===== src/rtl/buck_seq_pkg.sv =====
package buck_seq_pkg;

   typedef enum logic [3:0] {
      ST_OFF,
      ST_PON,
      ST_SS,
      ST_RUN,
      ST_OV_LS,
      ST_OV_HS,
      ST_HICCUP,
      ST_LATCH_UV,
      ST_LATCH_OV
   } bss_state_e;

endpackage


===== src/rtl/bss_delay_lut.sv =====
// Maps the register codes to delay lengths in microsecond ticks.
module bss_delay_lut #(
   parameter int TW          = 18,
   parameter int PON_BASE_US = 256,
   parameter int PON_OFS_US  = 100,
   parameter int SS_BASE_US  = 1000,
   parameter int PGD_BASE_US = 256,
   parameter int PGD_TOP_US  = 131072,
   parameter int HIC_BASE_US = 8960,
   parameter int HIC_SS_MULT = 7
) (
   input  logic [2:0]    pon_code,
   input  logic [1:0]    ss_code,
   input  logic [2:0]    pgd_code,
   output logic [TW-1:0] pon_us,
   output logic [TW-1:0] ss_us,
   output logic [TW-1:0] pgd_us,
   output logic [TW-1:0] hic_us
);

   assign pon_us = TW'((PON_BASE_US << pon_code) + PON_OFS_US);
   assign ss_us  = TW'(SS_BASE_US << ss_code);
   assign hic_us = TW'(HIC_BASE_US + HIC_SS_MULT * (SS_BASE_US << ss_code));

   // The top power-good code either extends to a fixed long value or keeps doubling.
   generate
      if (PGD_TOP_US > 0) begin : g_pgd_top
         assign pgd_us = (pgd_code == 3'd7) ? TW'(PGD_TOP_US)
                                            : TW'(PGD_BASE_US << pgd_code);
      end else begin : g_pgd_shift
         assign pgd_us = TW'(PGD_BASE_US << pgd_code);
      end
   endgenerate

endmodule


===== src/rtl/bss_persist.sv =====
// Counts ticks while a condition holds; reports once the threshold is reached.
module bss_persist #(
   parameter int TW = 18
) (
   input  logic          clk,
   input  logic          rst_n,
   input  logic          clr,
   input  logic          tick,
   input  logic          cond,
   input  logic [TW-1:0] thr,
   output logic          hit
);

   logic [TW-1:0] cnt_q;

   always_ff @(posedge clk or negedge rst_n) begin
      if (!rst_n) begin
         cnt_q <= '0;
      end else if (clr || !cond) begin
         cnt_q <= '0;
      end else if (tick && (cnt_q < thr)) begin
         cnt_q <= cnt_q + 1'b1;
      end
   end

   assign hit = cond && (cnt_q >= thr);

endmodule


===== src/rtl/buck_seq_supervisor.sv =====
module buck_seq_supervisor
   import buck_seq_pkg::*;
#(
   parameter int TW          = 18,
   parameter int MIN_ON_CYC  = 4,
   parameter int PON_BASE_US = 256,
   parameter int PON_OFS_US  = 100,
   parameter int SS_BASE_US  = 1000,
   parameter int PGD_BASE_US = 256,
   parameter int PGD_TOP_US  = 131072,
   parameter int UV_DEB_US   = 1000,
   parameter int PG_FALL_US  = 2,
   parameter int HIC_BASE_US = 8960,
   parameter int HIC_SS_MULT = 7
) (
   input  logic       clk,
   input  logic       rst_n,
   input  logic       tick_us,
   input  logic       en,
   input  logic [2:0] pon_code,
   input  logic [1:0] ss_code,
   input  logic [2:0] pgd_code,
   input  logic       uv_hiccup,
   input  logic       fccm_req,
   input  logic       cmp_pg_in,
   input  logic       cmp_pg_out,
   input  logic       cmp_uv,
   input  logic       cmp_ov,
   input  logic       cmp_neg_ilim,
   output logic       hs_en,
   output logic       ls_en,
   output logic       pgood,
   output logic       ss_active,
   output logic       fccm_active,
   output logic       uv_flag,
   output logic       ov_flag
);

   localparam int PON_MAX  = (PON_BASE_US << 7) + PON_OFS_US;
   localparam int PGD_SHFT = (PGD_TOP_US > 0) ? (PGD_BASE_US << 6) : (PGD_BASE_US << 7);
   localparam int PGD_MAX  = (PGD_TOP_US > PGD_SHFT) ? PGD_TOP_US : PGD_SHFT;
   localparam int HIC_MAX  = HIC_BASE_US + HIC_SS_MULT * (SS_BASE_US << 3);
   localparam int M1       = (PON_MAX > PGD_MAX) ? PON_MAX : PGD_MAX;
   localparam int M2       = (HIC_MAX > UV_DEB_US) ? HIC_MAX : UV_DEB_US;
   localparam int T_MAX    = (M1 > M2) ? M1 : M2;
   localparam int NEED_W   = $clog2(T_MAX + 1);
   localparam int MW       = $clog2(MIN_ON_CYC + 1);

   generate
      if (TW < NEED_W) begin : g_bad_tw
         $error("TW too narrow for the longest delay");
      end
      if (MIN_ON_CYC < 1) begin : g_bad_min_on
         $error("MIN_ON_CYC must be at least 1");
      end
      if (PG_FALL_US < 1 || UV_DEB_US < 1) begin : g_bad_deb
         $error("debounce lengths must be positive");
      end
   endgenerate

   bss_state_e state_q, state_d;

   logic [TW-1:0] pon_us, ss_us, pgd_us, hic_us;
   logic [TW-1:0] ph_thr;
   logic          ph_hit, uv_hit, rise_hit, fall_hit;
   logic          ph_clr, uv_guard, in_run;
   logic [MW-1:0] min_q;
   logic          pgood_q, uv_q, ov_q;

   bss_delay_lut #(
      .TW          (TW),
      .PON_BASE_US (PON_BASE_US),
      .PON_OFS_US  (PON_OFS_US),
      .SS_BASE_US  (SS_BASE_US),
      .PGD_BASE_US (PGD_BASE_US),
      .PGD_TOP_US  (PGD_TOP_US),
      .HIC_BASE_US (HIC_BASE_US),
      .HIC_SS_MULT (HIC_SS_MULT)
   ) u_lut (
      .pon_code (pon_code),
      .ss_code  (ss_code),
      .pgd_code (pgd_code),
      .pon_us   (pon_us),
      .ss_us    (ss_us),
      .pgd_us   (pgd_us),
      .hic_us   (hic_us)
   );

   // Phase timer: restarts on every state change.
   always_comb begin
      unique case (state_q)
         ST_PON:    ph_thr = pon_us;
         ST_SS:     ph_thr = ss_us;
         ST_HICCUP: ph_thr = hic_us;
         default:   ph_thr = '0;
      endcase
   end

   assign ph_clr   = (state_d != state_q);
   assign in_run   = (state_q == ST_RUN);
   assign uv_guard = (state_q == ST_RUN) || (state_q == ST_OV_LS) || (state_q == ST_OV_HS);

   bss_persist #(.TW(TW)) u_phase (
      .clk   (clk),
      .rst_n (rst_n),
      .clr   (ph_clr),
      .tick  (tick_us),
      .cond  (1'b1),
      .thr   (ph_thr),
      .hit   (ph_hit)
   );

   bss_persist #(.TW(TW)) u_uv_deb (
      .clk   (clk),
      .rst_n (rst_n),
      .clr   (!en),
      .tick  (tick_us),
      .cond  (cmp_uv && uv_guard),
      .thr   (TW'(UV_DEB_US)),
      .hit   (uv_hit)
   );

   bss_persist #(.TW(TW)) u_pg_rise (
      .clk   (clk),
      .rst_n (rst_n),
      .clr   (!en),
      .tick  (tick_us),
      .cond  (cmp_pg_in && in_run),
      .thr   (pgd_us),
      .hit   (rise_hit)
   );

   bss_persist #(.TW(TW)) u_pg_fall (
      .clk   (clk),
      .rst_n (rst_n),
      .clr   (!en),
      .tick  (tick_us),
      .cond  (cmp_pg_out && in_run),
      .thr   (TW'(PG_FALL_US)),
      .hit   (fall_hit)
   );

   // Sequencing and fault reaction.
   always_comb begin
      state_d = state_q;
      if (!en) begin
         state_d = ST_OFF;
      end else begin
         unique case (state_q)
            ST_OFF:    state_d = ST_PON;
            ST_PON:    if (ph_hit) state_d = ST_SS;
            ST_SS: begin
               if (cmp_ov)      state_d = ST_OV_LS;
               else if (ph_hit) state_d = ST_RUN;
            end
            ST_RUN: begin
               if (cmp_ov)      state_d = ST_OV_LS;
               else if (uv_hit) state_d = uv_hiccup ? ST_HICCUP : ST_LATCH_UV;
            end
            ST_OV_LS: begin
               if (uv_hit)            state_d = ST_LATCH_OV;
               else if (cmp_neg_ilim) state_d = ST_OV_HS;
            end
            ST_OV_HS: begin
               if (uv_hit)                          state_d = ST_LATCH_OV;
               else if (min_q == MW'(MIN_ON_CYC-1)) state_d = ST_OV_LS;
            end
            ST_HICCUP: if (ph_hit) state_d = ST_SS;
            default:   state_d = state_q;
         endcase
      end
   end

   always_ff @(posedge clk or negedge rst_n) begin
      if (!rst_n) begin
         state_q <= ST_OFF;
         min_q   <= '0;
         pgood_q <= 1'b0;
         uv_q    <= 1'b0;
         ov_q    <= 1'b0;
      end else begin
         state_q <= state_d;

         if (state_q == ST_OV_HS && state_d == ST_OV_HS) min_q <= min_q + 1'b1;
         else                                            min_q <= '0;

         if (state_d != ST_RUN)  pgood_q <= 1'b0;
         else if (fall_hit)      pgood_q <= 1'b0;
         else if (rise_hit)      pgood_q <= 1'b1;

         if (!en)                                              uv_q <= 1'b0;
         else if (state_q == ST_RUN &&
                  (state_d == ST_HICCUP || state_d == ST_LATCH_UV)) uv_q <= 1'b1;

         if (!en)                                              ov_q <= 1'b0;
         else if ((state_q == ST_SS || state_q == ST_RUN) &&
                  state_d == ST_OV_LS)                         ov_q <= 1'b1;
      end
   end

   always_comb begin
      unique case (state_q)
         ST_SS, ST_RUN:           begin hs_en = 1'b1; ls_en = 1'b1; end
         ST_OV_LS, ST_LATCH_OV:   begin hs_en = 1'b0; ls_en = 1'b1; end
         ST_OV_HS:                begin hs_en = 1'b1; ls_en = 1'b0; end
         default:                 begin hs_en = 1'b0; ls_en = 1'b0; end
      endcase
   end

   assign ss_active   = (state_q == ST_SS);
   assign fccm_active = fccm_req && in_run;
   assign pgood       = pgood_q;
   assign uv_flag     = uv_q;
   assign ov_flag     = ov_q;

endmodule


===== config.mk =====
export PLATFORM = sky130hd
export DESIGN_NAME = buck_seq_supervisor
export DESIGN_NICKNAME = d
export VERILOG_FILES = /design/src/rtl/buck_seq_pkg.sv /design/src/rtl/bss_delay_lut.sv /design/src/rtl/bss_persist.sv /design/src/rtl/buck_seq_supervisor.sv
export SDC_FILE = /design/constraint.sdc
export NUM_CORES = 1
export LEC_CHECK = 0
export ABC_AREA = 0
export BUFFER_PORTS_ARGS = -buffer_cell sky130_fd_sc_hd__buf_2
export CORE_MARGIN = 3
export CORE_UTILIZATION = 56
export DETAILED_ROUTE_END_ITERATION = 10
export HOLD_SLACK_MARGIN = 0.02
export PLACE_DENSITY = 0.85
export SYNTH_ARGS = -nofsm -noshare
export SYNTH_HDL_FRONTEND = slang
export SYNTH_SLANG_ARGS = --single-unit

===== constraint.sdc =====
create_clock -name clk -period 3 [get_ports clk]
set_input_delay 0.15 -clock clk [delete_from_list [all_inputs] [get_ports clk]]
set_output_delay 0.15 -clock clk [all_outputs]
set_load 0.01 [all_outputs]

# [Word-level counts from Yosys, hierarchy flattened]
# Index checks and enable logic that the tools add are counted.
# Widths: inputs -> output; s select.
[word_totals] input_bits=19 reg_bits=82 elab_cells=111 out_inout_bits=7
[classes] magnitude_cmp=8 n_reduce_logical=34 eq_ne=17 shifts=3 n_mul=1 add_sub_neg=7 muxes=32
[op_table] op="$mux 18" count=9
[op_table] op="$add 18x1->18 const B" count=4
[op_table] op="$pmux 18 s3" count=1
[op_table] op="$mux 4" count=10
[op_table] op="$ge 18x18->1" count=2
[op_table] op="$lt 18x18->1" count=2
[op_table] op="$shl 9x3->18 const A" count=2
[op_table] op="$mul 4x32->18 const A" count=1
[op_table] op="$shl 10x2->32 const A" count=1
[op_table] op="$eq 4x3->1 const B" count=7
[op_table] op="$pmux 4 s6" count=1
[op_table] op="$add 15x18->18 const A" count=1
[op_table] op="$add 18x8->18 const B" count=1
[op_table] op="$ge 18x10->1 const B" count=1
[op_table] op="$ge 18x2->1 const B" count=1
[op_table] op="$lt 18x10->1 const B" count=1
[op_table] op="$lt 18x2->1 const B" count=1
[op_table] op="$logic_and 1x1->1" count=14
[op_table] op="$mux 1" count=10
[op_table] op="$eq 4x2->1 const B" count=2
[op_table] op="$reduce_bool 2->1" count=4
[op_table] op="$logic_or 1x1->1" count=7
[op_table] op="$eq 4x1->1 const B" count=1
[op_table] op="$eq 4x4->1 const B" count=1
[op_table] op="13 further kinds" count=17

# [Logic depth before layout (Yosys ltp)]
# Gate-level depths: netlist (run 1).
[logic_depth] ltp_word=14 ltp_mapped=18 mapped_depth_nobuf=17

# [Cells and area by module]
# Synthesis (run 1) repeated with hierarchy kept, for this count alone.
[hier_totals] cells_unflattened=890 area_unflattened_um2=7658.6
[by_module_without_submodules] mod="bss_persist" seq_area_each_um2=450.4 cells_each=167 area_per_inst_um2=1480.2 instances=4
[by_module_without_submodules] mod="buck_seq_supervisor" seq_area_each_um2=250.2 cells_each=133 area_per_inst_um2=1068.5 instances=1
[by_module_without_submodules] mod="bss_delay_lut" seq_area_each_um2=0.0 cells_each=89 area_per_inst_um2=669.4 instances=1

# [Worst setup path before layout (run 1)]
# Ideal clock, no wire load.
[synth_path] path_type="in2reg" start="in ss_code[1]" end="reg u_phase.cnt_q[8]" arrival_ns=3.165 path_buffers=0 setup_slack_ns=-0.252 setup_ns=0.087 cell_stages=15 t_required_ns=2.913 cell_sequence="inv_1 > ha_1 > or2_2 > fa_1 > nand2_1 > o21ai_0 > nand2_1 > ha_1 > a21oi_1 > o21ai_0 > a22oi_2 > o2111ai_1 > or3_1 > xor2_1 > a211oi_2"
[synth_between] elab_chain_cells=11 word_cells_on_any_way=15 cone_classes="add/sub: 1; mul: 1; order compare: 2; eq/ne: 1; shift: 1; mux: 7; reduce/logical: 2"
[synth_lines] item="start, declared" line="buck_seq_supervisor.sv:21" source="input logic [1:0] ss_code,"
[synth_lines] item="$shl 10x2->32 *" line="bss_delay_lut.sv:22" source="assign ss_us = TW'(SS_BASE_US << ss_code);"
[synth_lines] item="$mul 4x32->18" line="bss_delay_lut.sv:23" source="assign hic_us = TW'(HIC_BASE_US + HIC_SS_MULT * (SS_BASE_US << ss_code));"
[synth_lines] item="$add 15x18->18" line="bss_delay_lut.sv:23"
[synth_lines] item="$pmux 18 s3 *" line="buck_seq_supervisor.sv:91" source="unique case (state_q)"
[synth_lines] item="$ge 18x18->1" line="bss_persist.sv:26" source="assign hit = cond && (cnt_q >= thr);"
[synth_lines] item="$mux 4" line="buck_seq_supervisor.sv:154" source="else if (ph_hit) state_d = ST_RUN;"
[synth_lines] item="$mux 4" line="buck_seq_supervisor.sv:153" source="if (cmp_ov) state_d = ST_OV_LS;"
[synth_lines] item="$pmux 4 s6" line="buck_seq_supervisor.sv:149" source="unique case (state_q)"
[synth_lines] item="$mux 4" line="buck_seq_supervisor.sv:146" source="if (!en) begin"
[synth_lines] item="$ne 4x4->1" line="buck_seq_supervisor.sv:99" source="assign ph_clr = (state_d != state_q);"
[synth_lines] item="$mux 18 / $reduce_bool 2->1 (equally long branches)"
[synth_lines] item="end signal, assigned" line="bss_persist.sv:22" source="cnt_q <= cnt_q + 1'b1;"
[synth_lines] item="end, declared" line="bss_persist.sv:14" source="logic [TW-1:0] cnt_q;"
# Every way passes the cells marked *; elsewhere a longest branch is shown, timed or not.
# A chain may end at the register's enable or synchronous reset.

# [Final worst setup path (run 1)]
[layout_path] start="reg state_q[1]" end="reg u_phase.cnt_q[8]"
[layout_between] elab_chain_cells=11 word_cells_on_any_way=30 cone_classes="order compare: 2; eq/ne: 7; mux: 13; reduce/logical: 8"
[layout_lines] item="start, declared" line="buck_seq_supervisor.sv:61" source="bss_state_e state_q, state_d;"
[layout_lines] item="start signal, assigned" line="buck_seq_supervisor.sv:182" source="state_q <= state_d;"
[layout_lines] item="branches (longest 11 deep; another with $ge 18x18->1)"
# Several ways; the timed one is not identified.

==> results of run 1 <==
[cell usage after synthesis (5+ instances only)]
cell	instances
nor3_1	12
nor2_1	70
a211oi_1	7
a211oi_2	12
nand4_1	15
o21ai_0	12
and2_1	13
or3_1	9
nand2_1	37
ha_1	43
xnor2_1	15
buf_2	5
clkbuf_1	10
inv_1	22
dfrtp_1	82
a21oi_1	25
nand3_1	24
a31oi_1	9
xor2_1	27
and3_1	23
nor4_1	6
[how the worst min path moves through the flow]
| stage | endpoint | slack, ns | depth (start not counted) |
|---|---|---|---|
| 6_report | ov_flag$_DFFE_PN0P_ | 0.19 | 3 |
| 5_1_grt | ov_flag$_DFFE_PN0P_ | 0.19 | 3 |
| 4_1_cts | ov_flag$_DFFE_PN0P_ | 0.15 | 3 |
| 3_5_place_dp | u_pg_fall.cnt_q[6]$_DFFE_PN0P_ | 0.39 | 1 |
| 3_3_place_gp | u_pg_fall.cnt_q[10]$_DFFE_PN0P_ | 0.37 | 1 |
| 2_1_floorplan | min_q[0]$_DFF_PN0_ | -0.15 | 0 |
[what timing repair did]
item	CTS	global route
pin swaps	23	22
endpoints found under the setup margin	22	24
cloned	1	1
buffers inserted	9	2
endpoints found under the hold margin	82	0
hold buffers	1	0
gates resized for setup	33	31
[tightest hold or removal path, stage by stage]
cell	delay [ns]
buf_2	0.17
a31oi_1	0.12
nor2_1	0.08
[per-stage QoR]
step           hold slack, ns  instances  power, mW  util, %  worst slack, ns
2_1_floorplan          -0.146        556       1.53        -          -0.0655
3_3_place_gp            0.366        715       1.74     65.7           -0.592
3_5_place_dp            0.388        715       1.77     65.7           -0.753
4_1_cts                 0.153        742       2.76     70.6          -0.0670
5_1_grt                 0.192        745       2.96     72.7           -0.408
6_report                0.191        745       2.84     72.7           -0.247
[registers in the layout, summed over array words and instances (netlist names)]
signal,cells
min_q,3
ov_flag,1
pgood,1
state_q,4
u_pg_fall.cnt_q,18
u_pg_rise.cnt_q,18
u_phase.cnt_q,18
u_uv_deb.cnt_q,18
uv_flag,1
[layout by cell type, fill, tap and decap left out, types with 8 or more instances in the layout]
cell type and n:
a211oi_2 15, a21oi_1 21, a31oi_1 8, and2_1 12, and3_1 23, buf_2 24, buf_4 44, buf_6 13
clkbuf_8 9, dfrtp_1 82, ha_1 37, inv_1 19, nand2_1 31, nand3_1 20, nand4_1 15, nor2_1 64
nor3_1 11, o21ai_0 9, or3_1 9, xnor2_1 15, xor2_1 25
[logic make-up after synthesis]
group	after synthesis	synth area share [%]
flip-flops	82	38.8
XOR/XNOR	42	6.96
adder cells (fa/ha/maj)	44	10.6
buffers and inverters	41	3.32
multiplexers	4	0.782
AO/OA/AOI/OAI	105	15.7
AND/OR/NAND/NOR	238	23.8
[power groups by stage]
stage	Combinational (mW)	Clock [mW]	Sequential (mW)
6_report	0.771	0.931	1.14
5_1_grt	0.826	0.986	1.14
4_1_cts	0.673	0.942	1.14
3_5_place_dp	0.606	0	1.16
3_3_place_gp	0.580	0	1.16
2_1_floorplan	0.372	0	1.16
[layer usage]
layer	up-vias	share of wire (%)	global-route usage, %
li1	2157	-	-
met1	2304	41	32.1
met2	165	51	44.3
met3	48	4.6	4.53
met4	0	3.2	10.8
met5	-	0	0
[layout make-up]
type,instances,area (sq um)
multi-input combinational,433,3360
fill,596,2440
sequential,82,2050
timing repair buffer,83,627
tap,108,135
clock buffer,9,124
clock inverter,7,106
inverter,23,90.1
==> impl_metrics.toml, run 1 <==
[yosys]
ys_async_sr_fraction_pct = 100
synth_edf_count = 0
synth_cell_type_count = 69
yosys_warnings = 0
syn_nets = 619
ys_seq_area_share_pct = 38.8
synth_area_sq_um = 5280
ys_ff_latch = 82
synth_top_area_cell = "dfrtp_1"
synth_top_area_share_pct = 38.8
synthCells = 556
yosys_most_used_dff = "dfrtp_1"
netlist_top_cells_area = "dfrtp_1 (39%), ha_1 (10%), nor2_1 (5.0%), xor2_1 (4.5%), a211oi_2 (2.8%)"
postSynthAreaPerCell_sq_um = 9.50

[sta]
drv_slew = 0
final_hold_viol_count = 0
fin_crit_sh_pct = 108
finalCriticalPeriod_ns = 3.25
fin_skew_ns = 0.0117
setup_ws_ns = -0.247
setup_viol = 22
worst_slew_pin_slew_ns = 1.03
slew_headroom_pct = 31.3
setup_tns_ns = -3.20
rsz0062_at_grt = "yes"
fmax_ghz = 0.308

[detailed_routing]
wl_per_cell_microns = 18.4
ant_nets = 0
drc_errors = 0
dr_total_vias = 4674
routed_wl_microns = 13700
drt-initial-drc-count = 361
vias_per_cell = 6.27
first_pass_iters = 5

[power]
switching_share_pct = 31.9
p_sw_mw = 0.906
peakVddDrop_v = 0.000416
clkPwrFrac_pct = 32.7
power.density_nw_per_um2 = 438
p_leak_nw = 2.86
intPower_mw = 1.94
seqPwrFrac_pct = 40.2
combPwrFrac_pct = 27.1

[layout]
nets = 695
drive_gt1_share_pct = 27.9
final_area_sq_um = 6500
diodes = 0
syn_to_final_growth_pct = 23.0

[floorplanning]
die_w_microns = 103
dieHeight_microns = 103
rows = 34
die-area_sq_um = 10600
fp.coreArea_sq_um = 8930
pin_count = 26
initial_core_util_pct = 59.1

[critical_path]
crit_end = "u_phase.cnt_q[8]$_DFFE_PN0P_"
r2r_cells = 14
endpoint_kind = "flip-flop"
rr_endpoint = "u_phase.cnt_q[8]$_DFFE_PN0P_"
required_ns = 3.28
path_buf_inv = 3
crit_top_cell = "buf_4"
r2r-start = "state_q[1]$_DFF_PN0_"
path_max_fanout = 15
crit_chain = "buf_4 > buf_6 > nand3b_1 > nor2_1 > a31oi_1 > ha_1 > nand4_1 > nor2_2 > a22oi_2 > buf_4 > o2111ai_2 > or3_1 > xor2_1 > a211oi_2"
start_kind = "flip-flop"
crit_family = "simple AND/OR/NAND/NOR gates"
reg2reg_slack_ns = -0.25
worst_path_max_delay_cell = "dfrtp_1"
crit_start = "state_q[1]$_DFF_PN0_"
worst_ep_arrival_time_ns = 3.53
cp.depth = 14
cp_slowest_stage_delay_ns = 0.41
crit_type = "reg -> reg"

[placement]
port_buffers = 25
dpl_cell_area_sq_um = 5870
gp_congestion = 0.900
hpwl_microns = 8660

[clocking]
h-tree-depth = 3
cts_sinks = 82
root_buffer = "clkbuf_8"
cts_buffer_depth = 2
clkSlewWorstSetupHoldPaths_ns = 0.09
clk_latency_ns = 0.37
cts_made_buffers = 9
cts_tree = "done"

[global_routing]
grt_max_degree = 83
grt_use_total_pct = 25.8
grt_pass1_vias = 4621
antenna_found_initial = 0
grt-ovfl-total = 0
grt_pass1_wl_microns = 21600

[worst_hold_path]
hold_path.class = "in -> reg"
min_from = "cmp_ov"

[status]
violations = "negative setup slack"
status = "finished with violations"

[flow_run]
drv_cap = 0
No activity file was read; power rests on OpenSTA's default activity.
==> inputs of run 2 (changes only) <==
--- a/config.mk
+++ b/config.mk
@@ -8,10 +8,11 @@
 export ABC_AREA = 0
 export BUFFER_PORTS_ARGS = -buffer_cell sky130_fd_sc_hd__buf_2
 export CORE_MARGIN = 3
-export CORE_UTILIZATION = 56
+export CORE_UTILIZATION = 58
 export DETAILED_ROUTE_END_ITERATION = 10
 export HOLD_SLACK_MARGIN = 0.02
-export PLACE_DENSITY = 0.85
+export PLACE_DENSITY = 0.78
 export SYNTH_ARGS = -nofsm -noshare
 export SYNTH_HDL_FRONTEND = slang
+export SYNTH_HIERARCHICAL = 1
 export SYNTH_SLANG_ARGS = --single-unit
==> run 2 against run 1 <==
Compared with the run above:
- the flow still finishes with violations (negative setup slack)
- cell count increased by 67%
- critical endpoint is now u_phase/cnt_q[15]$_DFFE_PN0P_
- core utilization increased by 1.7 points
- count of clock-buffer cells in the layout unchanged
- clock skew decreased by 0.0043 ns
- sequential power about the same
- synthesized area increased by 45%
- critical path depth increased by 9
- fmax decreased by 23%
- non-clock buffer count increased by 79
- synthesized cell count increased by 60%
==> impl_metrics.toml, run 2 <==
[status]
status = "finished with violations"
violations = "negative setup slack"

[sta]
worst_slew_pin_slew_ns = 0.866
final_hold_viol_count = 0
finalCriticalPeriod_ns = 4.23
setup_ws_ns = -1.23
rsz0062_at_grt = "yes"
fin_skew_ns = 0.00748
fmax_ghz = 0.236
fin_crit_sh_pct = 141
slew_headroom_pct = 42.3
setup_viol = 26
drv_slew = 0

[floorplanning]
initial_core_util_pct = 60.0
rows = 41
die-area_sq_um = 14600
die_w_microns = 121
pin_count = 26
fp.coreArea_sq_um = 12800
dieHeight_microns = 121

[layout]
final_area_sq_um = 9510
drive_gt1_share_pct = 26.2
multi_input_area_sq_um = 5240
diodes = 0
nFillCells = 901
nets = 1173
seq_area_sq_um = 2060
final_common_cell = "buf_4"
layout_common_cells = "buf_4 (129), inv_1 (102), a21oi_1 (86)"
syn_to_final_growth_pct = 24.2
fin_util_pct = 74.5

[placement]
gp_congestion = 0.873
dpl_cell_area_sq_um = 8690
port_buffers = 25
hpwl_microns = 12700

[detailed_routing]
dr_total_vias = 7105
drc_errors = 0
drt-initial-drc-count = 503
routed_wl_microns = 18600
ant_nets = 0
vias_per_cell = 5.72
wl_per_cell_microns = 15.0
first_pass_iters = 7

[yosys]
yosys_warnings = 6
postSynthAreaPerCell_sq_um = 8.61
synthCells = 890
synth_top_area_cell = "dfrtp_1"
ys_seq_area_share_pct = 26.8
synth_area_sq_um = 7660
synth_edf_count = 0
synth_top_area_share_pct = 26.8
yosysMostFrequentCell = "inv_1"
synth_cell_type_count = 62
netlist_top_cells_area = "dfrtp_1 (27%), ha_1 (14%), a21oi_1 (6.2%), inv_1 (5.4%), or4_1 (3.9%)"
ys_ff_latch = 82
yosys_most_used_dff = "dfrtp_1"
ys_async_sr_fraction_pct = 100
synth_common_cells = "inv_1 (110), a21oi_1 (95), ha_1 (87), dfrtp_1 (82), nand2_1 (64)"

[flow_run]
drv_cap = 0

[global_routing]
grt_max_degree = 67
grt_pass1_wl_microns = 30400
antenna_found_initial = 1
grt_use_total_pct = 25.3
grt_pass1_vias = 6612
grt-ovfl-total = 0

[clocking]
cts_made_buffers = 9
cts_tree = "done"
cts_sinks = 82
cts_buffer_depth = 2
clkSlewWorstSetupHoldPaths_ns = 0.07
clk_latency_ns = 0.35
root_buffer = "clkbuf_16"
h-tree-depth = 3

[critical_path]
worst_path_max_delay_cell = "or4_1"
rr_endpoint = "u_phase/cnt_q[15]$_DFFE_PN0P_"
path_buf_inv = 13
r2r-start = "state_q[0]$_DFF_PN0_"
cp.depth = 23
reg2reg_slack_ns = -1.23
path_max_fanout = 10
cp_slowest_stage_delay_ns = 0.50
r2r_cells = 23
crit_chain = "nand2b_4 > nor3_4 > buf_6 > a222oi_1 > inv_1 > inv_1 > ha_1 > nand2_2 > nor3_2 > a22oi_2 > nand3_2 > buf_4 > buf_4 > buf_4 > buf_4 > buf_4 > buf_4 > buf_4 > buf_4 > buf_4 > buf_4 > or4_1 > a21oi_1"
crit_type = "reg -> reg"
required_ns = 3.27
start_kind = "flip-flop"
endpoint_kind = "flip-flop"
crit_family = "buffers and inverters"
crit_top_cell = "buf_4"
worst_ep_arrival_time_ns = 4.50

[power]
p_leak_nw = 4.30
power.density_nw_per_um2 = 315
peakVddDrop_v = 0.000305

[worst_hold_path]
min_path_cells = 2
min_from = "en"
hold_path.class = "in -> reg"
worstHoldEndpoint = "uv_flag$_DFFE_PN0P_"
-- run 2: stage by stage --
stage	worst slack [ns]	hold WS (ns)	instances	power [mW]	TNS [ns]
floorplan	-1.31	-0.146	959	1.50	-27.17
global placement	-1.48	0.318	1201	1.63	-33.53
detailed placement	-1.64	0.330	1201	1.64	-36.73
CTS	-1.04	0.125	1238	2.97	-21.76
global route	-1.38	0.137	1243	3.11	-30.50
finish	-1.23	0.143	1243	3.00	-26.68
-- run 2: area by class of cell --
class                           instances  area share, %
Clock buffer                            9           2.37
Timing Repair Buffer                  162           13.1
Inverter                              110           4.42
Clock inverter                          7           1.12
Sequential cell                        82           21.6
Multi-Input combinational cell        701           55.1
Tap cell                              172           2.26
-- run 2: logic make-up (layout without fill, tap and decap cells) --
kind of cell / count (synthesis) / count (layout) / synth area share, %
buf+inv: 177 / 288 / 12.3
flops: 82 / 82 / 26.8
xor+xnor: 9 / 9 / 1.03
other cells: 4 / 73 / 0.196
mux: 7 / 7 / 0.931
compound gates: 219 / 219 / 18.5
fa+ha+maj: 88 / 88 / 14.5
simple gates: 304 / 305 / 25.8
-- run 2: what timing repair did --
action / in CTS / in global routing
hold endpoints to repair: 64 / 0
gates resized for setup: 51 / 12
hold buffers: 1 / 0
buffers inserted: 19 / 5
pin swaps: 8 / 9
gates cloned: 2 / 1
setup endpoints to repair: 26 / 26
-- run 2: worst max-delay path by stage --
stage / start / end / slack (ns)
3_3_place_gp: ss_code[0] / u_phase/cnt_q[16]$_DFFE_PN0P_ / -1.48
2_1_floorplan: ss_code[0] / u_phase/cnt_q[7]$_DFFE_PN0P_ / -1.31
3_5_place_dp: ss_code[0] / u_phase/cnt_q[3]$_DFFE_PN0P_ / -1.64
6_report: state_q[0]$_DFF_PN0_ / u_phase/cnt_q[15]$_DFFE_PN0P_ / -1.23
4_1_cts: ss_code[0] / u_phase/cnt_q[2]$_DFFE_PN0P_ / -1.04
5_1_grt: ss_code[1] / u_phase/cnt_q[17]$_DFFE_PN0P_ / -1.38
-- run 2: power breakdown --
part | total, mW | switching, mW | internal (mW) | leakage [nW]
clock network | 1.25 | 0.500 | 0.747 | 0.163
registers | 1.12 | 0.00702 | 1.11 | 1.14
logic | 0.631 | 0.342 | 0.290 | 3.00
-- run 2: worst reg2reg max path: cells and delay by family (launching register included) --
family	cells	cell delay (ns)
simple gates	6	1.03
compound gates	3	0.84
buf+inv	13	1.62
flops	1	0.42
fa+ha+maj	1	0.23
-- run 2: layer usage --
| layer | GRT usage, % | part of all wire, % | up-vias | wire length, microns |
|---|---|---|---|---|
| met2 | 44.8 | 51 | 171 | 9440 |
| met3 | 4.24 | 3.6 | 40 | 674 |
| met5 | 0 | 0.070 | - | 13 |
| met1 | 31.6 | 43 | 3370 | 8090 |
| li1 | - | - | 3522 | - |
| met4 | 7.79 | 2.2 | 2 | 408 |
